===== config.mk =====
export PLATFORM = sky130hd
export DESIGN_NAME = raster_timing_gen
export DESIGN_NICKNAME = d
export VERILOG_FILES = /design/src/rtl/rtg_pkg.sv /design/src/rtl/rtg_sync_in.sv /design/src/rtl/rtg_shadow.sv /design/src/rtl/rtg_counters.sv /design/src/rtl/rtg_line_sel.sv /design/src/rtl/rtg_shaper.sv /design/src/rtl/raster_timing_gen.sv
export SDC_FILE = /design/constraint.sdc
export NUM_CORES = 1
export LEC_CHECK = 0
export BUFFER_PORTS_ARGS = -buffer_cell sky130_fd_sc_hd__buf_2
export CORE_MARGIN = 2
export CORE_UTILIZATION = 64
export DETAILED_ROUTE_END_ITERATION = 16
export PLACE_DENSITY = 0.87
export SLEW_MARGIN = 20
export SYNTH_ARGS = -nofsm -noshare
export SYNTH_HDL_FRONTEND = slang
export SYNTH_SLANG_ARGS = --single-unit
export TNS_END_PERCENT = 100

===== constraint.sdc =====
create_clock -name clk -period 8.45 [get_ports clk]
set_clock_uncertainty 0.05 [all_clocks]
set_input_delay 0.845 -clock clk [delete_from_list [all_inputs] [get_ports clk]]
set_output_delay 0.845 -clock clk [all_outputs]
set_load 0.005 [all_outputs]

===== src/rtl/rtg_pkg.sv =====
`timescale 1ns/1ps
package rtg_pkg;
  localparam int KIND_W = 2;

  typedef enum logic [KIND_W-1:0] {
    LT_ACTIVE = 2'd0,
    LT_BLANK  = 2'd1,
    LT_BROAD  = 2'd2,
    LT_HALF   = 2'd3
  } line_kind_e;
endpackage


===== src/rtl/rtg_sync_in.sv =====
`timescale 1ns/1ps
module rtg_sync_in (
  input  logic clk,
  input  logic rst,
  input  logic hs_in,
  input  logic vs_in,
  input  logic fid_in,
  input  logic split_ok,
  output logic load_f1,
  output logic load_f2,
  output logic running
);
  logic hs_q, vs_q, pend_q, fid_q, run_q;
  logic hs_rise, vs_rise, load, load_fid;

  assign hs_rise  = hs_in & ~hs_q;
  assign vs_rise  = vs_in & ~vs_q;
  assign load     = hs_rise & (vs_rise | pend_q);
  assign load_fid = vs_rise ? fid_in : fid_q;
  assign load_f1  = load & ~load_fid;
  assign load_f2  = load & load_fid & run_q & split_ok;
  assign running  = run_q;

  always_ff @(posedge clk) begin
    if (rst) begin
      hs_q   <= 1'b0;
      vs_q   <= 1'b0;
      pend_q <= 1'b0;
      fid_q  <= 1'b0;
      run_q  <= 1'b0;
    end else begin
      hs_q <= hs_in;
      vs_q <= vs_in;
      if (vs_rise) begin
        fid_q  <= fid_in;
        pend_q <= ~hs_rise;
      end else if (hs_rise) begin
        pend_q <= 1'b0;
      end
      if (load_f1) run_q <= 1'b1;
    end
  end

  // the generator only begins running on a field-1 realignment
  assert_start_needs_f1_R4: assert property (@(posedge clk) disable iff (rst)
    $rose(run_q) |-> $past(load_f1));

  // a pending vertical edge is consumed by the horizontal edge
  assert_pend_consumed_R3: assert property (@(posedge clk) disable iff (rst)
    (pend_q && hs_rise && !vs_rise) |=> !pend_q);
endmodule


===== src/rtl/rtg_shadow.sv =====
`timescale 1ns/1ps
module rtg_shadow #(
  parameter int PIX_W  = 12,
  parameter int LINE_W = 11,
  parameter int LVL_W  = 10,
  parameter int NUM_BP = 8,
  localparam int TBL_LW = NUM_BP * LINE_W,
  localparam int TBL_KW = NUM_BP * 2
) (
  input  logic              clk,
  input  logic              rst,
  input  logic              upd,
  input  logic [PIX_W-1:0]  in_tot,
  input  logic [LINE_W-1:0] in_field,
  input  logic [LINE_W-1:0] in_frame,
  input  logic [TBL_LW-1:0] in_bp_line,
  input  logic [TBL_KW-1:0] in_bp_kind,
  input  logic [PIX_W-1:0]  in_sync,
  input  logic [PIX_W-1:0]  in_tri,
  input  logic [PIX_W-1:0]  in_back,
  input  logic [PIX_W-1:0]  in_front,
  input  logic [PIX_W-1:0]  in_broad,
  input  logic [LVL_W-1:0]  in_lvl_sync,
  input  logic [LVL_W-1:0]  in_lvl_tri,
  input  logic [LVL_W-1:0]  in_lvl_blank,
  output logic [PIX_W-1:0]  s_tot,
  output logic [LINE_W-1:0] s_field,
  output logic [LINE_W-1:0] s_frame,
  output logic [TBL_LW-1:0] s_bp_line,
  output logic [TBL_KW-1:0] s_bp_kind,
  output logic [PIX_W-1:0]  s_sync,
  output logic [PIX_W-1:0]  s_tri,
  output logic [PIX_W-1:0]  s_back,
  output logic [PIX_W-1:0]  s_front,
  output logic [PIX_W-1:0]  s_broad,
  output logic [LVL_W-1:0]  s_lvl_sync,
  output logic [LVL_W-1:0]  s_lvl_tri,
  output logic [LVL_W-1:0]  s_lvl_blank
);
  always_ff @(posedge clk) begin
    if (rst) begin
      s_tot       <= '0;
      s_field     <= '0;
      s_frame     <= '0;
      s_bp_line   <= '0;
      s_bp_kind   <= '0;
      s_sync      <= '0;
      s_tri       <= '0;
      s_back      <= '0;
      s_front     <= '0;
      s_broad     <= '0;
      s_lvl_sync  <= '0;
      s_lvl_tri   <= '0;
      s_lvl_blank <= '0;
    end else if (upd) begin
      s_tot       <= in_tot;
      s_field     <= in_field;
      s_frame     <= in_frame;
      s_bp_line   <= in_bp_line;
      s_bp_kind   <= in_bp_kind;
      s_sync      <= in_sync;
      s_tri       <= in_tri;
      s_back      <= in_back;
      s_front     <= in_front;
      s_broad     <= in_broad;
      s_lvl_sync  <= in_lvl_sync;
      s_lvl_tri   <= in_lvl_tri;
      s_lvl_blank <= in_lvl_blank;
    end
  end
endmodule


===== src/rtl/rtg_counters.sv =====
`timescale 1ns/1ps
module rtg_counters #(
  parameter int PIX_W  = 12,
  parameter int LINE_W = 11
) (
  input  logic              clk,
  input  logic              rst,
  input  logic              running,
  input  logic              load_f1,
  input  logic              load_f2,
  input  logic [PIX_W-1:0]  tot,
  input  logic [LINE_W-1:0] field_sz,
  input  logic [LINE_W-1:0] frame_sz,
  output logic [PIX_W-1:0]  pix_q,
  output logic [LINE_W-1:0] line_q,
  output logic              field_q,
  output logic              frame_upd
);
  logic eol, eof;
  logic [LINE_W-1:0] line_nx;

  assign eol       = (pix_q >= tot - PIX_W'(1));
  assign eof       = (line_q >= frame_sz - LINE_W'(1));
  assign line_nx   = line_q + LINE_W'(1);
  assign frame_upd = ~running | load_f1 | (running & ~load_f2 & eol & eof);

  always_ff @(posedge clk) begin
    if (rst) begin
      pix_q   <= '0;
      line_q  <= '0;
      field_q <= 1'b0;
    end else if (load_f1) begin
      pix_q   <= '0;
      line_q  <= '0;
      field_q <= 1'b0;
    end else if (load_f2) begin
      pix_q   <= '0;
      line_q  <= field_sz;
      field_q <= 1'b1;
    end else if (running) begin
      if (eol) begin
        pix_q <= '0;
        if (eof) begin
          line_q  <= '0;
          field_q <= 1'b0;
        end else begin
          line_q <= line_nx;
          if (line_nx == field_sz) field_q <= 1'b1;
        end
      end else begin
        pix_q <= pix_q + PIX_W'(1);
      end
    end
  end

  assert_pix_range_R1: assert property (@(posedge clk) disable iff (rst)
    running |-> (pix_q < tot));

  assert_pix_step_R1: assert property (@(posedge clk) disable iff (rst)
    (running && !load_f1 && !load_f2 && !eol) |=> (pix_q == $past(pix_q) + PIX_W'(1)));

  assert_line_range_R2: assert property (@(posedge clk) disable iff (rst)
    running |-> (line_q < frame_sz));

  assert_field_matches_line_R2: assert property (@(posedge clk) disable iff (rst)
    running |-> (field_q == (line_q >= field_sz)));
endmodule


===== src/rtl/rtg_line_sel.sv =====
`timescale 1ns/1ps
module rtg_line_sel
  import rtg_pkg::*;
#(
  parameter int LINE_W = 11,
  parameter int NUM_BP = 8,
  localparam int TBL_LW = NUM_BP * LINE_W,
  localparam int TBL_KW = NUM_BP * KIND_W
) (
  input  logic [LINE_W-1:0] line,
  input  logic [TBL_LW-1:0] bp_line,
  input  logic [TBL_KW-1:0] bp_kind,
  output line_kind_e        kind
);
  logic [NUM_BP-1:0] hit;

  genvar gi;
  generate
    for (gi = 0; gi < NUM_BP; gi++) begin : g_cmp
      assign hit[gi] = (bp_line[gi*LINE_W +: LINE_W] <= line);
    end
  endgenerate

  always_comb begin
    kind = LT_BLANK;
    for (int i = 0; i < NUM_BP; i++) begin
      if (hit[i]) kind = line_kind_e'(bp_kind[i*KIND_W +: KIND_W]);
    end
  end
endmodule


===== src/rtl/rtg_shaper.sv =====
`timescale 1ns/1ps
module rtg_shaper
  import rtg_pkg::*;
#(
  parameter int PIX_W  = 12,
  parameter int LINE_W = 11,
  parameter int LVL_W  = 10,
  localparam int SW = PIX_W + 2
) (
  input  logic              clk,
  input  logic              rst,
  input  logic              valid,
  input  logic [PIX_W-1:0]  pix,
  input  logic [LINE_W-1:0] line,
  input  logic              fld,
  input  line_kind_e        kind,
  input  logic [PIX_W-1:0]  tot,
  input  logic [PIX_W-1:0]  d_sync,
  input  logic [PIX_W-1:0]  d_tri,
  input  logic [PIX_W-1:0]  d_back,
  input  logic [PIX_W-1:0]  d_front,
  input  logic [PIX_W-1:0]  d_broad,
  input  logic [LVL_W-1:0]  l_sync,
  input  logic [LVL_W-1:0]  l_tri,
  input  logic [LVL_W-1:0]  l_blank,
  output logic [PIX_W-1:0]  pix_o,
  output logic [LINE_W-1:0] line_o,
  output logic              field_o,
  output logic [KIND_W-1:0] kind_o,
  output logic [LVL_W-1:0]  lvl_o,
  output logic              en_o
);
  logic [SW-1:0] p, e_sync, e_tri, e_back, fp_start, half, half_end, e_broad;
  logic              seg_en;
  logic [LVL_W-1:0]  seg_lvl;

  assign p        = SW'(pix);
  assign e_sync   = SW'(d_sync);
  assign e_tri    = e_sync + SW'(d_tri);
  assign e_back   = e_tri + SW'(d_back);
  assign fp_start = SW'(tot) - SW'(d_front);
  assign half     = SW'(tot >> 1);
  assign half_end = half + e_sync;
  assign e_broad  = SW'(d_broad);

  always_comb begin
    seg_en  = 1'b1;
    seg_lvl = l_blank;
    unique case (kind)
      LT_ACTIVE, LT_BLANK: begin
        if (p < e_sync)          seg_lvl = l_sync;
        else if (p < e_tri)      seg_lvl = l_tri;
        else if (p < e_back)     seg_lvl = l_blank;
        else if (p >= fp_start)  seg_lvl = l_blank;
        else if (kind == LT_ACTIVE) begin
          seg_en  = 1'b0;
          seg_lvl = '0;
        end
      end
      LT_BROAD: begin
        if (p < e_broad) seg_lvl = l_sync;
      end
      default: begin
        if ((p < e_sync) || ((p >= half) && (p < half_end))) seg_lvl = l_sync;
      end
    endcase
    if (!valid) begin
      seg_en  = 1'b0;
      seg_lvl = '0;
    end
  end

  always_ff @(posedge clk) begin
    if (rst) begin
      pix_o   <= '0;
      line_o  <= '0;
      field_o <= 1'b0;
      kind_o  <= LT_BLANK;
      lvl_o   <= '0;
      en_o    <= 1'b0;
    end else begin
      pix_o   <= valid ? pix  : '0;
      line_o  <= valid ? line : '0;
      field_o <= valid & fld;
      kind_o  <= kind;
      lvl_o   <= seg_lvl;
      en_o    <= seg_en;
    end
  end

  // nothing is overridden while the generator is idle
  assert_idle_quiet_R4: assert property (@(posedge clk) disable iff (rst)
    !valid |=> (!en_o && pix_o == '0 && line_o == '0));

  // a broad line opens with the sync amplitude
  assert_broad_opens_sync_R8: assert property (@(posedge clk) disable iff (rst)
    (valid && kind == LT_BROAD && pix == '0 && d_broad != '0) |=> (en_o && lvl_o == $past(l_sync)));

  // the registered counts follow the counter stage one cycle later
  assert_count_stage_R12: assert property (@(posedge clk) disable iff (rst)
    valid |=> (pix_o == $past(pix) && line_o == $past(line)));
endmodule


===== src/rtl/raster_timing_gen.sv =====
`timescale 1ns/1ps
module raster_timing_gen
  import rtg_pkg::*;
#(
  parameter int PIX_W  = 12,
  parameter int LINE_W = 11,
  parameter int LVL_W  = 10,
  parameter int NUM_BP = 8,
  localparam int TBL_LW = NUM_BP * LINE_W,
  localparam int TBL_KW = NUM_BP * KIND_W
) (
  input  logic              clk,
  input  logic              rst,
  input  logic              hs_in,
  input  logic              vs_in,
  input  logic              fid_in,
  input  logic [PIX_W-1:0]  cfg_total_pix,
  input  logic [LINE_W-1:0] cfg_field_lines,
  input  logic [LINE_W-1:0] cfg_frame_lines,
  input  logic [TBL_LW-1:0] cfg_bp_line,
  input  logic [TBL_KW-1:0] cfg_bp_kind,
  input  logic [PIX_W-1:0]  cfg_dur_sync,
  input  logic [PIX_W-1:0]  cfg_dur_tri,
  input  logic [PIX_W-1:0]  cfg_dur_back,
  input  logic [PIX_W-1:0]  cfg_dur_front,
  input  logic [PIX_W-1:0]  cfg_dur_broad,
  input  logic [LVL_W-1:0]  cfg_lvl_sync,
  input  logic [LVL_W-1:0]  cfg_lvl_tri,
  input  logic [LVL_W-1:0]  cfg_lvl_blank,
  output logic [PIX_W-1:0]  pix_cnt,
  output logic [LINE_W-1:0] line_cnt,
  output logic              field,
  output logic [KIND_W-1:0] line_type,
  output logic [LVL_W-1:0]  ovr_level,
  output logic              ovr_en
);
  logic load_f1, load_f2, running, frame_upd, split_ok;
  logic [PIX_W-1:0]  s_tot, s_sync, s_tri, s_back, s_front, s_broad;
  logic [LINE_W-1:0] s_field, s_frame;
  logic [TBL_LW-1:0] s_bp_line;
  logic [TBL_KW-1:0] s_bp_kind;
  logic [LVL_W-1:0]  s_lvl_sync, s_lvl_tri, s_lvl_blank;
  logic [PIX_W-1:0]  pix_q;
  logic [LINE_W-1:0] line_q;
  logic              field_q;
  line_kind_e        kind;

  assign split_ok = (s_field < s_frame);

  rtg_sync_in u_sync (
    .clk(clk), .rst(rst), .hs_in(hs_in), .vs_in(vs_in), .fid_in(fid_in),
    .split_ok(split_ok), .load_f1(load_f1), .load_f2(load_f2), .running(running)
  );

  rtg_shadow #(.PIX_W(PIX_W), .LINE_W(LINE_W), .LVL_W(LVL_W), .NUM_BP(NUM_BP)) u_shadow (
    .clk(clk), .rst(rst), .upd(frame_upd),
    .in_tot(cfg_total_pix), .in_field(cfg_field_lines), .in_frame(cfg_frame_lines),
    .in_bp_line(cfg_bp_line), .in_bp_kind(cfg_bp_kind),
    .in_sync(cfg_dur_sync), .in_tri(cfg_dur_tri), .in_back(cfg_dur_back),
    .in_front(cfg_dur_front), .in_broad(cfg_dur_broad),
    .in_lvl_sync(cfg_lvl_sync), .in_lvl_tri(cfg_lvl_tri), .in_lvl_blank(cfg_lvl_blank),
    .s_tot(s_tot), .s_field(s_field), .s_frame(s_frame),
    .s_bp_line(s_bp_line), .s_bp_kind(s_bp_kind),
    .s_sync(s_sync), .s_tri(s_tri), .s_back(s_back), .s_front(s_front), .s_broad(s_broad),
    .s_lvl_sync(s_lvl_sync), .s_lvl_tri(s_lvl_tri), .s_lvl_blank(s_lvl_blank)
  );

  rtg_counters #(.PIX_W(PIX_W), .LINE_W(LINE_W)) u_cnt (
    .clk(clk), .rst(rst), .running(running), .load_f1(load_f1), .load_f2(load_f2),
    .tot(s_tot), .field_sz(s_field), .frame_sz(s_frame),
    .pix_q(pix_q), .line_q(line_q), .field_q(field_q), .frame_upd(frame_upd)
  );

  rtg_line_sel #(.LINE_W(LINE_W), .NUM_BP(NUM_BP)) u_sel (
    .line(line_q), .bp_line(s_bp_line), .bp_kind(s_bp_kind), .kind(kind)
  );

  rtg_shaper #(.PIX_W(PIX_W), .LINE_W(LINE_W), .LVL_W(LVL_W)) u_shape (
    .clk(clk), .rst(rst), .valid(running), .pix(pix_q), .line(line_q), .fld(field_q),
    .kind(kind), .tot(s_tot),
    .d_sync(s_sync), .d_tri(s_tri), .d_back(s_back), .d_front(s_front), .d_broad(s_broad),
    .l_sync(s_lvl_sync), .l_tri(s_lvl_tri), .l_blank(s_lvl_blank),
    .pix_o(pix_cnt), .line_o(line_cnt), .field_o(field), .kind_o(line_type),
    .lvl_o(ovr_level), .en_o(ovr_en)
  );

  // a disabled override never carries an amplitude
  assert_level_zero_when_off_R11: assert property (@(posedge clk) disable iff (rst)
    !ovr_en |-> (ovr_level == '0));
endmodule


## Word level (Yosys, flattened, before mapping)

Index checks and enable logic that the tools add are counted.

| storage, ports and cells | value |
|---|---|
| bits of input ports | 233 |
| register bits after elaboration | 294 |
| logic and storage cells | 124 |
| output and inout bits | 37 |

| operators by class | value |
|---|---|
| $add $sub $neg | 8 |
| bitwise operators | 20 |
| mux-type cells | 35 |
| eq/ne operators | 3 |
| order comparisons | 18 |
| reductions and logical operators | 13 |

Operators by type and width:

| kind | number |
|---|---|
| less-or-equal comparator 11 bit | 8 |
| 2-to-1 mux 10 bit | 7 |
| 2-to-1 mux 11 bit | 4 |
| less-than comparator 12 x 14 -> 1 bit | 3 |
| less-than comparator 12 bit | 2 |
| case mux 10 bit (2 select lines) | 1 |
| 2-to-1 mux 2 bit | 8 |
| adder 14 x 12 -> 14 bit | 1 |
| >= comparator 12 x 14 -> 1 bit | 1 |
| 2-to-1 mux 1 bit | 14 |
| adder 11 x 12 -> 13 bit | 1 |
| adder 12 x 12 -> 13 bit | 1 |
| subtractor 12 x 12 -> 13 bit | 1 |
| adder 12 x 1 -> 12 bit (second input constant) | 1 |
| >= comparator 12 x 11 -> 1 bit | 1 |
| >= comparator 12 bit | 1 |
| 2-to-1 mux 12 bit | 1 |
| subtractor 12 x 1 -> 12 bit (second input constant) | 1 |
| adder 11 x 1 -> 11 bit (second input constant) | 1 |
| AND 1 bit | 11 |
| equality test 11 bit | 1 |
| >= comparator 11 bit | 1 |
| less-than comparator 11 bit | 1 |
| subtractor 11 x 1 -> 11 bit (second input constant) | 1 |
| 13 further kinds | 24 |

## Logic depth before layout (Yosys ltp)

Gate-level depths: netlist of run 1.

| logic depth | value |
|---|---|
| depth in word-level cells | 16 |
| mapped depth | 24 |
| depth with buffers taken out | 23 |

## Cells and area by module

From an unflattened synthesis of run 1, not the netlist that was laid out.

| second synthesis, totals | value |
|---|---|
| cells, all modules | 2,079 |
| area, all modules | 19,163.4 um^2 |

Modules (own cells, without submodules):

| module | instances | area an instance (um^2) | cells each | sequential area each (um^2) |
|---|---|---|---|---|
| rtg_shadow | 1 | 8,326.7 | 735 | 4,564.4 |
| rtg_shaper | 1 | 5,761.8 | 714 | 740.7 |
| rtg_counters | 1 | 2,384.8 | 308 | 480.5 |
| rtg_line_sel | 1 | 2,230.9 | 266 | 0.0 |
| raster_timing_gen | 1 | 245.2 | 35 | 0.0 |
| rtg_sync_in | 1 | 214.0 | 21 | 100.1 |

## Least setup slack after synthesis of run 1

Ideal clock, no wire load.

| timing | value |
|---|---|
| kind | register to register |
| from | register u_shadow.s_sync[1] |
| to | register u_shape.lvl_o[0] |
| slack | 4.249 ns |
| buffers on the path | 1 |
| arrival time | 4.079 ns |
| stages on the path, launching flop included | 25 |
| required time | 8.328 ns |
| clock period less this slack | 4.201 ns |
| setup time | 0.072 ns |
| path through | dfxtp_1 > ha_1 > a21o_1 > a21oi_1 > o21bai_1 > a21oi_1 > o21bai_1 > a21oi_1 > o211ai_1 > xor2_1 > ha_1 > clkbuf_1 > inv_1 > o22ai_1 > a21oi_1 > nand2b_1 > a21oi_1 > xor2_1 > ha_1 > a21oi_1 > o21ai_0 > and4b_1 > a31oi_4 > o21ai_0 > a2bb2oi_1 |

| on the way | value |
|---|---|
| word-level cells in the longest chain between the ends | 7 |
| elaborated cells between the ends (all ways) | 14 |
| classes of those cells | add/sub: 3; order compare: 4; mux: 5; reduce/logical: 2 |

RTL lines:

| item | RTL line | RTL |
|---|---|---|
| start, declared | rtg_shadow.sv:31 | `output logic [PIX_W-1:0] s_sync,` |
| start signal, assigned | rtg_shadow.sv:61 | `s_sync <= in_sync;` |
| adder 12 x 12 -> 13 bit | rtg_shaper.sv:39 | `assign e_tri = e_sync + SW'(d_tri);` |
| adder 14 x 12 -> 14 bit | rtg_shaper.sv:40 | `assign e_back = e_tri + SW'(d_back);` |
| less-than comparator 12 x 14 -> 1 bit | rtg_shaper.sv:53 | `else if (p < e_back) seg_lvl = l_blank;` |
| 2-to-1 mux 10 bit | rtg_shaper.sv:53 |  |
| 2-to-1 mux 10 bit | rtg_shaper.sv:52 | `else if (p < e_tri) seg_lvl = l_tri;` |
| 2-to-1 mux 10 bit | rtg_shaper.sv:51 | `if (p < e_sync) seg_lvl = l_sync;` |
| case mux 10 bit (2 select lines) (*) | rtg_shaper.sv:49 | `unique case (kind)` |
| end signal, assigned | rtg_shaper.sv:86 | `lvl_o <= seg_lvl;` |
| end, declared | rtg_shaper.sv:30 | `output logic [LVL_W-1:0] lvl_o,` |

Mark *: on every way between the ends. The rest lies on a longest branch, timed or not.
A chain may end at the register's enable or synchronous reset.

## Worst setup path after layout of run 1

| timing | value |
|---|---|
| from | register u_shadow.s_sync[1] |
| to | register u_shape.lvl_o[5] |

Same word-level chain as after synthesis.

==> results of run 1 <==
==> final cells by class <==
cell class / instances / area (um2) / share of cell area
multi-input combinational: 1731 / 13290 / 0.5860
sequential: 294 / 5886 / 0.2594
timing repair buffer: 279 / 1476 / 0.06508
clock buffer: 37 / 838.3 / 0.03695
tap: 402 / 503.0 / 0.02217
inverter: 119 / 446.7 / 0.01969
clock inverter: 21 / 242.7 / 0.01070
==> power by group through the flow <==
stage | clock, uW | combinational (uW) | sequential [uW]
floorplan | 0 | 661 | 1550
global placement | 0 | 819 | 1580
detailed placement | 0 | 867 | 1580
CTS | 1450 | 878 | 1550
global route | 1510 | 988 | 1560
finish | 1440 | 886 | 1550
==> sequential cells by signal (all words and copies together) (netlist names), 2 cells and up <==
name and count:
u_shadow.s_field 11, u_shadow.s_lvl_sync 10, u_shape.line_o 11, u_shadow.s_bp_kind 16, u_shadow.s_tot 12, u_shadow.s_bp_line 88
u_shape.lvl_o 10, u_shadow.s_lvl_blank 10, u_shadow.s_back 12, u_cnt.line_q 11, u_shape.pix_o 12, u_shadow.s_tri 12
u_shape.kind_o 2, u_shadow.s_broad 12, u_shadow.s_sync 12, u_shadow.s_front 12, u_shadow.s_frame 11, u_shadow.s_lvl_tri 10
u_cnt.pix_q 12
==> cells in the final DEF (no fill, tap or decap), types with 19 or more instances in the layout <==
| cell type | instances |
|---|---|
| dfxtp_1 | 294 |
| xnor2_1 | 49 |
| clkbuf_16 | 31 |
| nor2b_1 | 28 |
| a31oi_1 | 19 |
| a21oi_1 | 104 |
| inv_1 | 119 |
| nand2b_1 | 480 |
| mux2i_1 | 232 |
| nand3_1 | 35 |
| o21a_1 | 28 |
| a21o_1 | 31 |
| buf_2 | 268 |
| nor2_1 | 91 |
| nand4_1 | 22 |
| xor2_1 | 31 |
| o21ai_0 | 63 |
| ha_1 | 252 |
| nand2_1 | 50 |
| nor3_1 | 36 |
==> Yosys cell counts, types with 13 or more instances <==
cell and number:
nand4_1 22, xor2_1 31, nor2_1 92, mux2i_1 232, o21ai_0 63, o21a_1 28
a21o_1 31, dfxtp_1 294, and2_1 16, inv_1 119, ha_1 252, o211ai_1 16
xnor2_1 49, nand2_1 50, clkbuf_1 68, a21oi_1 104, a31oi_1 19, nor2b_1 28
nor3_1 36, nand3_1 35, buf_6 25, nand2b_1 480, a211oi_1 13
==> metrics by stage <==
stage	util	hold WS, ns	power [uW]	setup slack, ns	area (um2)
final	0.7245	0.4239	3876	3.490	22690
after global routing	0.7245	0.4474	4055	2.960	22690
after CTS	0.7236	0.4276	3879	3.537	22660
after detailed placement	0.6890	0.4167	2446	3.550	21570
after global placement	0.6890	0.4092	2396	3.828	21570
after floorplan	-	0.3807	2209	4.249	20180
==> metal layers <==
metal	GRT usage	wire length, um	vias up
li1	-	-	8202
met1	0.3885	21940	7936
met2	0.5338	24480	603
met4	0.1268	2062	0
met3	0.03751	3138	137
met5	0	0	-
==> logic make-up after synthesis <==
kind of cell    Yosys count  synth area share
compound gates          363            0.1190
xor+xnor                 80           0.03472
fa+ha+maj               256            0.1602
buf+inv                 219           0.05034
flops                   294            0.2916
mux                     233            0.1156
simple gates            799            0.2284
==> worst paths after layout <==
| path | from | slack [ns] | depth (start not counted) | endpoint |
|---|---|---|---|---|
| max | u_shadow.s_sync[1] | 3.49 | 23 | u_shape.lvl_o[5] |
| min | u_shadow.s_lvl_blank[9] | 0.42 | 2 | u_shape.lvl_o[9] |
| max reg2reg | u_shadow.s_sync[1] | 3.49 | 23 | u_shape.lvl_o[5] |
| min reg2reg | u_shadow.s_lvl_blank[9] | 0.42 | 2 | u_shape.lvl_o[9] |
==> worst max-delay path: stages (launching register included) <==
cell and delay, ns:
dfxtp_1 0.45, ha_1 0.27, a21o_1 0.18, a21oi_1 0.22, o21bai_1 0.09, a21oi_1 0.21
o21bai_1 0.10, a21oi_1 0.25, o211ai_1 0.18, xor2_1 0.27, ha_1 0.37, inv_1 0.10
o22ai_1 0.09, a21oi_1 0.18, nand2b_1 0.08, a21oi_1 0.17, xor2_1 0.18, ha_1 0.27
a21oi_1 0.13, o21ai_0 0.09, and4b_1 0.29, a31oi_4 0.35, o21ai_0 0.13, a2bb2oi_1 0.18
==> metrics.yaml, run 1 <==
die_width_um: 181.6
io_buffers: 269
switching_power_uw: 1173
tightestPinTransition_ns: 0.9817
root_buffer: "clkbuf_16"
yosys_warnings: 0
core-area_mm2: 0.03131
seq_area_frac_synth: 0.2916
cap_violations: 0
fin_crit_sh: 0.5870
status: "complete, no violations"
antenna_found_initial: 0
htreeDepth: 1
dieArea_mm2: 0.03297
critPathLaunchType: "register"
avgSynthCellArea_um2: 8.993
fill_cells: 2387
yosys_most_used_dff: "dfxtp_1"
crit_required_ns: 8.89
rsz0062_at_grt: "false"
critPathArrivalTime_ns: 5.40
nets: 2945
synth_edf_count: 0
synth_top_cell_by_area: "dfxtp_1"
grt_pass1_wl_mm: 83.81
critPathMaxFanout: 10
clockPowerShare: 0.371
worstSetupEndpointType: "register"
slew_headroom: 0.3455
antenna_cells: 0
critPathKind: "reg -> reg"
clock_latency_ns: 0.59
place_hpwl_mm: 37.36
drt_iter0_drc: 1392
fin_crit_ns: 4.960
via_per_inst: 5.854
yosysTopAreaCellShare: 0.2916
tns_ns: 0
routedWlPerCell_um: 17.90
ys_ff_latch: 294
clock_sinks: 294
synthDistinctLibCells: 75
fmax_ghz: 0.2016
hold_class: "reg -> reg"
pwr-share-comb: 0.229
pin_count: 270
path_clk_slew_ns: 0.06
first_global_vias: 17054
drc: 0
grt_max_degree: 199
synth_area_leaders: "dfxtp_1 (29%), ha_1 (16%), nand2b_1 (15%), mux2i_1 (12%), a21oi_1 (2.6%)"
hold_violations: 0
overflow: 0
drive_above_1_share: 0.1419
power_density_mw_per_mm2: 170.9
cts_hold_buf: 0
cts.path.max_buffers: 3
track_usage: 0.3080
globalplace.congestion: 0.8900
dr.pass1.iters: 5
die_h_um: 181.6
ir_worst_vdd_mv: 0.1623
final_cells: 2883
netSwitchingFraction: 0.3026
post_cts_resized: 0
syn_to_final_growth_pct: 12.41
leakage_uw: 0.009659
placedCellCount: 2824
post-cts-setup-buffers: 0
syn_inst: 2244
power_frac_seq: 0.401
syn_area_mm2: 0.02018
synthArstFlopShare: 0
cts_tree: "yes"
routed_wl_mm: 51.62
rows: 65
drv_slew: 0
via_count: 16878
p_int_uw: 2703
synth_nets: 2733
antenna_left: 0
final-setup-viol-count: 0
cts_buffers: 31
start_util: 0.6445
Note: power is estimated with default switching activity, not from simulation.
==> run 2, diff against run 1 <==
- ABC_AREA: default -> 1
- CORE_UTILIZATION: 64 -> 58
- PLACE_DENSITY: 0.87 -> 0.81
- clock period: 8.45 -> 5.1 ns (I/O delays scaled with it)
==> run 2 against run 1 <==
Effect of this change: sequential power rose by 67%; non-clock buffer count rose by 6; setup slack got worse by 3.1 ns; maximum frequency rose by 6.0%; global-route usage fell by 0.26 points; worst hold slack got worse by 0.27 ns; critical path depth rose by 9; critical endpoint is now u_shape.lvl_o[9]; largest power group unchanged; highest routed layer unchanged.
==> metrics.yaml, run 2 <==
final_cells: 3070
htreeDepth: 2
cp_slowest_stage_delay_ns: 0.40
antenna_found_initial: 6
synth_edf_count: 0
root_buffer: "clkbuf_16"
start_util: 0.5886
synthArstFlopShare: 0
timing.critical_path.mode_cell: "nand2_1"
cpMaxStageDelayCell: "fa_1"
routedWlPerCell_um: 16.67
path_clk_slew_ns: 0.06
overflow: 0
syn_to_final_growth_pct: 15.19
globalplace.congestion: 0.9018
largest-register: "u_shadow.s_bp_line"
antenna_left: 0
seq_area_frac_synth: 0.3269
tns_ns: 0
cts_buffers: 34
synth_area_leaders: "dfxtp_1 (33%), ha_1 (18%), nor2_1 (8.1%), o21ai_0 (7.6%), a21oi_1 (7.3%)"
die_h_um: 180.2
yosys_warnings: 0
ys_ff_latch: 294
routed_wl_mm: 51.17
critPathArrivalTime_ns: 5.00
pin_count: 270
rows: 64
post-cts-setup-buffers: 0
whs_ns: 0.1569
place_hpwl_mm: 37.22
placedCellCount: 3003
worstSetupEndpointType: "register"
critPathKind: "reg -> reg"
grt_max_degree: 141
grt_pass1_wl_mm: 82.10
cts.path.max_buffers: 3
io_buffers: 269
via_per_inst: 5.666
first_global_vias: 16903
synth_top_cell_by_area: "dfxtp_1"
hold_violations: 0
synthDistinctLibCells: 59
clock_sinks: 294
avgSynthCellArea_um2: 7.462
track_usage: 0.3054
slew_headroom: 0.3090
hold_class: "in -> reg"
final-setup-viol-count: 0
cts_tree: "yes"
drive_above_1_share: 0.1451
largestRegisters: "u_shadow.s_bp_line: 88 flops, u_shadow.s_bp_kind: 16 flops"
nets: 3133
finalPower_uw: 6867
synth_nets: 2902
critPathLaunchType: "register"
yosys_most_used_dff: "dfxtp_1"
dr.pass1.iters: 5
crit_required_ns: 5.42
yosysTopAreaCellShare: 0.3269
ys_top_cells_by_count: "nor2_1 (388), dfxtp_1 (294), nand2_1 (287), o21ai_0 (272), a21oi_1 (261)"
fmax_ghz: 0.2137
layout.cells.most_common: "nor2_1"
cap_violations: 0
leakage_uw: 0.01005
core-area_mm2: 0.03059
fin_crit_sh: 0.9175
dieArea_mm2: 0.03247
drt_iter0_drc: 1347
ir_worst_vdd_mv: 0.2188
via_count: 17396
die_width_um: 180.2
critPathMaxFanout: 5
power_density_mw_per_mm2: 331.1
clock_latency_ns: 0.52
largest_reg_flops: 88
syn_area_mm2: 0.01800
tightestPinTransition_ns: 1.036
final_cell_mix: "nor2_1 (388), dfxtp_1 (294), nand2_1 (286), o21ai_0 (272), buf_2 (269)"
fin_crit_ns: 4.679
syn_inst: 2413
drc: 0
status: "complete, no violations"
synth_most_common_cell: "nor2_1"
drv_slew: 0
[run 2: changes by cell type after synthesis, sizes merged, moves of 31 or more]
cell	change
xor2	+31
nor2	+300
mux2i	-231
xnor2	-32
inv	+119
nand2	+248
a21oi	+157
nand2b	-480
o21ai	+232
[run 2: metrics by stage]
step | cell area (um2) | util | worst slack, ns
3_3_place_gp | 19510 | 0.6379 | 0.3673
5_1_grt | 20740 | 0.6780 | -0.0006950
4_1_cts | 20690 | 0.6765 | 0.2241
2_1_floorplan | 18000 | - | 0.9528
3_5_place_dp | 19510 | 0.6379 | 0.2306
6_report | 20740 | 0.6780 | 0.4209
[run 2: layout make-up]
| type | count | area (um2) |
|---|---|---|
| fillers | 2633 | 9849 |
| diodes | 6 | 15.01 |
| clock buffers | 46 | 985.9 |
| clock inverters | 14 | 193.9 |
| multi-input cells | 1788 | 10760 |
| well taps | 396 | 495.5 |
| inverters | 241 | 914.6 |
| flip-flops and latches | 294 | 5886 |
| repair buffers | 285 | 1491 |
[run 2: cells by family after synthesis]
family	Yosys count	synth area share
simple gates	819	0.1887
flops	294	0.3269
buf+inv	332	0.07769
fa+ha+maj	256	0.1796
mux	1	0.0005560
xor+xnor	79	0.03843
compound gates	632	0.1881
[run 2: worst paths after layout]
kind | startpoint | to | slack [ns] | cells after the start
setup / recovery | u_shadow.s_sync[0] | u_shape.lvl_o[9] | 0.42 | 32
hold / removal | cfg_bp_line[62] | u_shadow.s_bp_line[62] | 0.16 | 3
setup reg to reg | u_shadow.s_sync[0] | u_shape.lvl_o[9] | 0.42 | 32
hold reg to reg | u_cnt.field_q | u_shape.field_o | 0.40 | 2
[run 2: per-layer routing]
layer  routed length (um)  global-route usage  up-vias
li1                     -                   -     8564
met1                22980              0.4131     8065
met2                22770              0.4953      645
met3                 3588             0.04285      122
met4                 1824              0.1155        0
met5                    0                   0        -
[run 2: what timing repair did]
| item | CTS | global route |
|---|---|---|
| resized for setup | 0 | 4 |
| hold buffers | 0 | 0 |
| hold endpoints to repair | 0 | 0 |
| setup endpoints to repair | 0 | 11 |
[run 2: power by group]
| group | leakage, uW | switching (uW) | total (uW) | internal [uW] |
|---|---|---|---|---|
| logic | 0.00704 | 1050 | 1710 | 656 |
| registers | 0.00243 | 121 | 2590 | 2470 |
| clock network | 0.000580 | 1010 | 2570 | 1560 |
| total | 0.0101 | 2180 | 6870 | 4690 |
[run 2: worst max-delay path, delay by kind of cell, from the launching register on]
kind	cells	cell delay [ns]
buffers and inverters	5	0.32
AND/OR/NAND/NOR	17	1.81
XOR/XNOR	2	0.36
adder cells (fa/ha/maj)	4	1.20
AO/OA/AOI/OAI	4	0.39
flip-flops	1	0.38
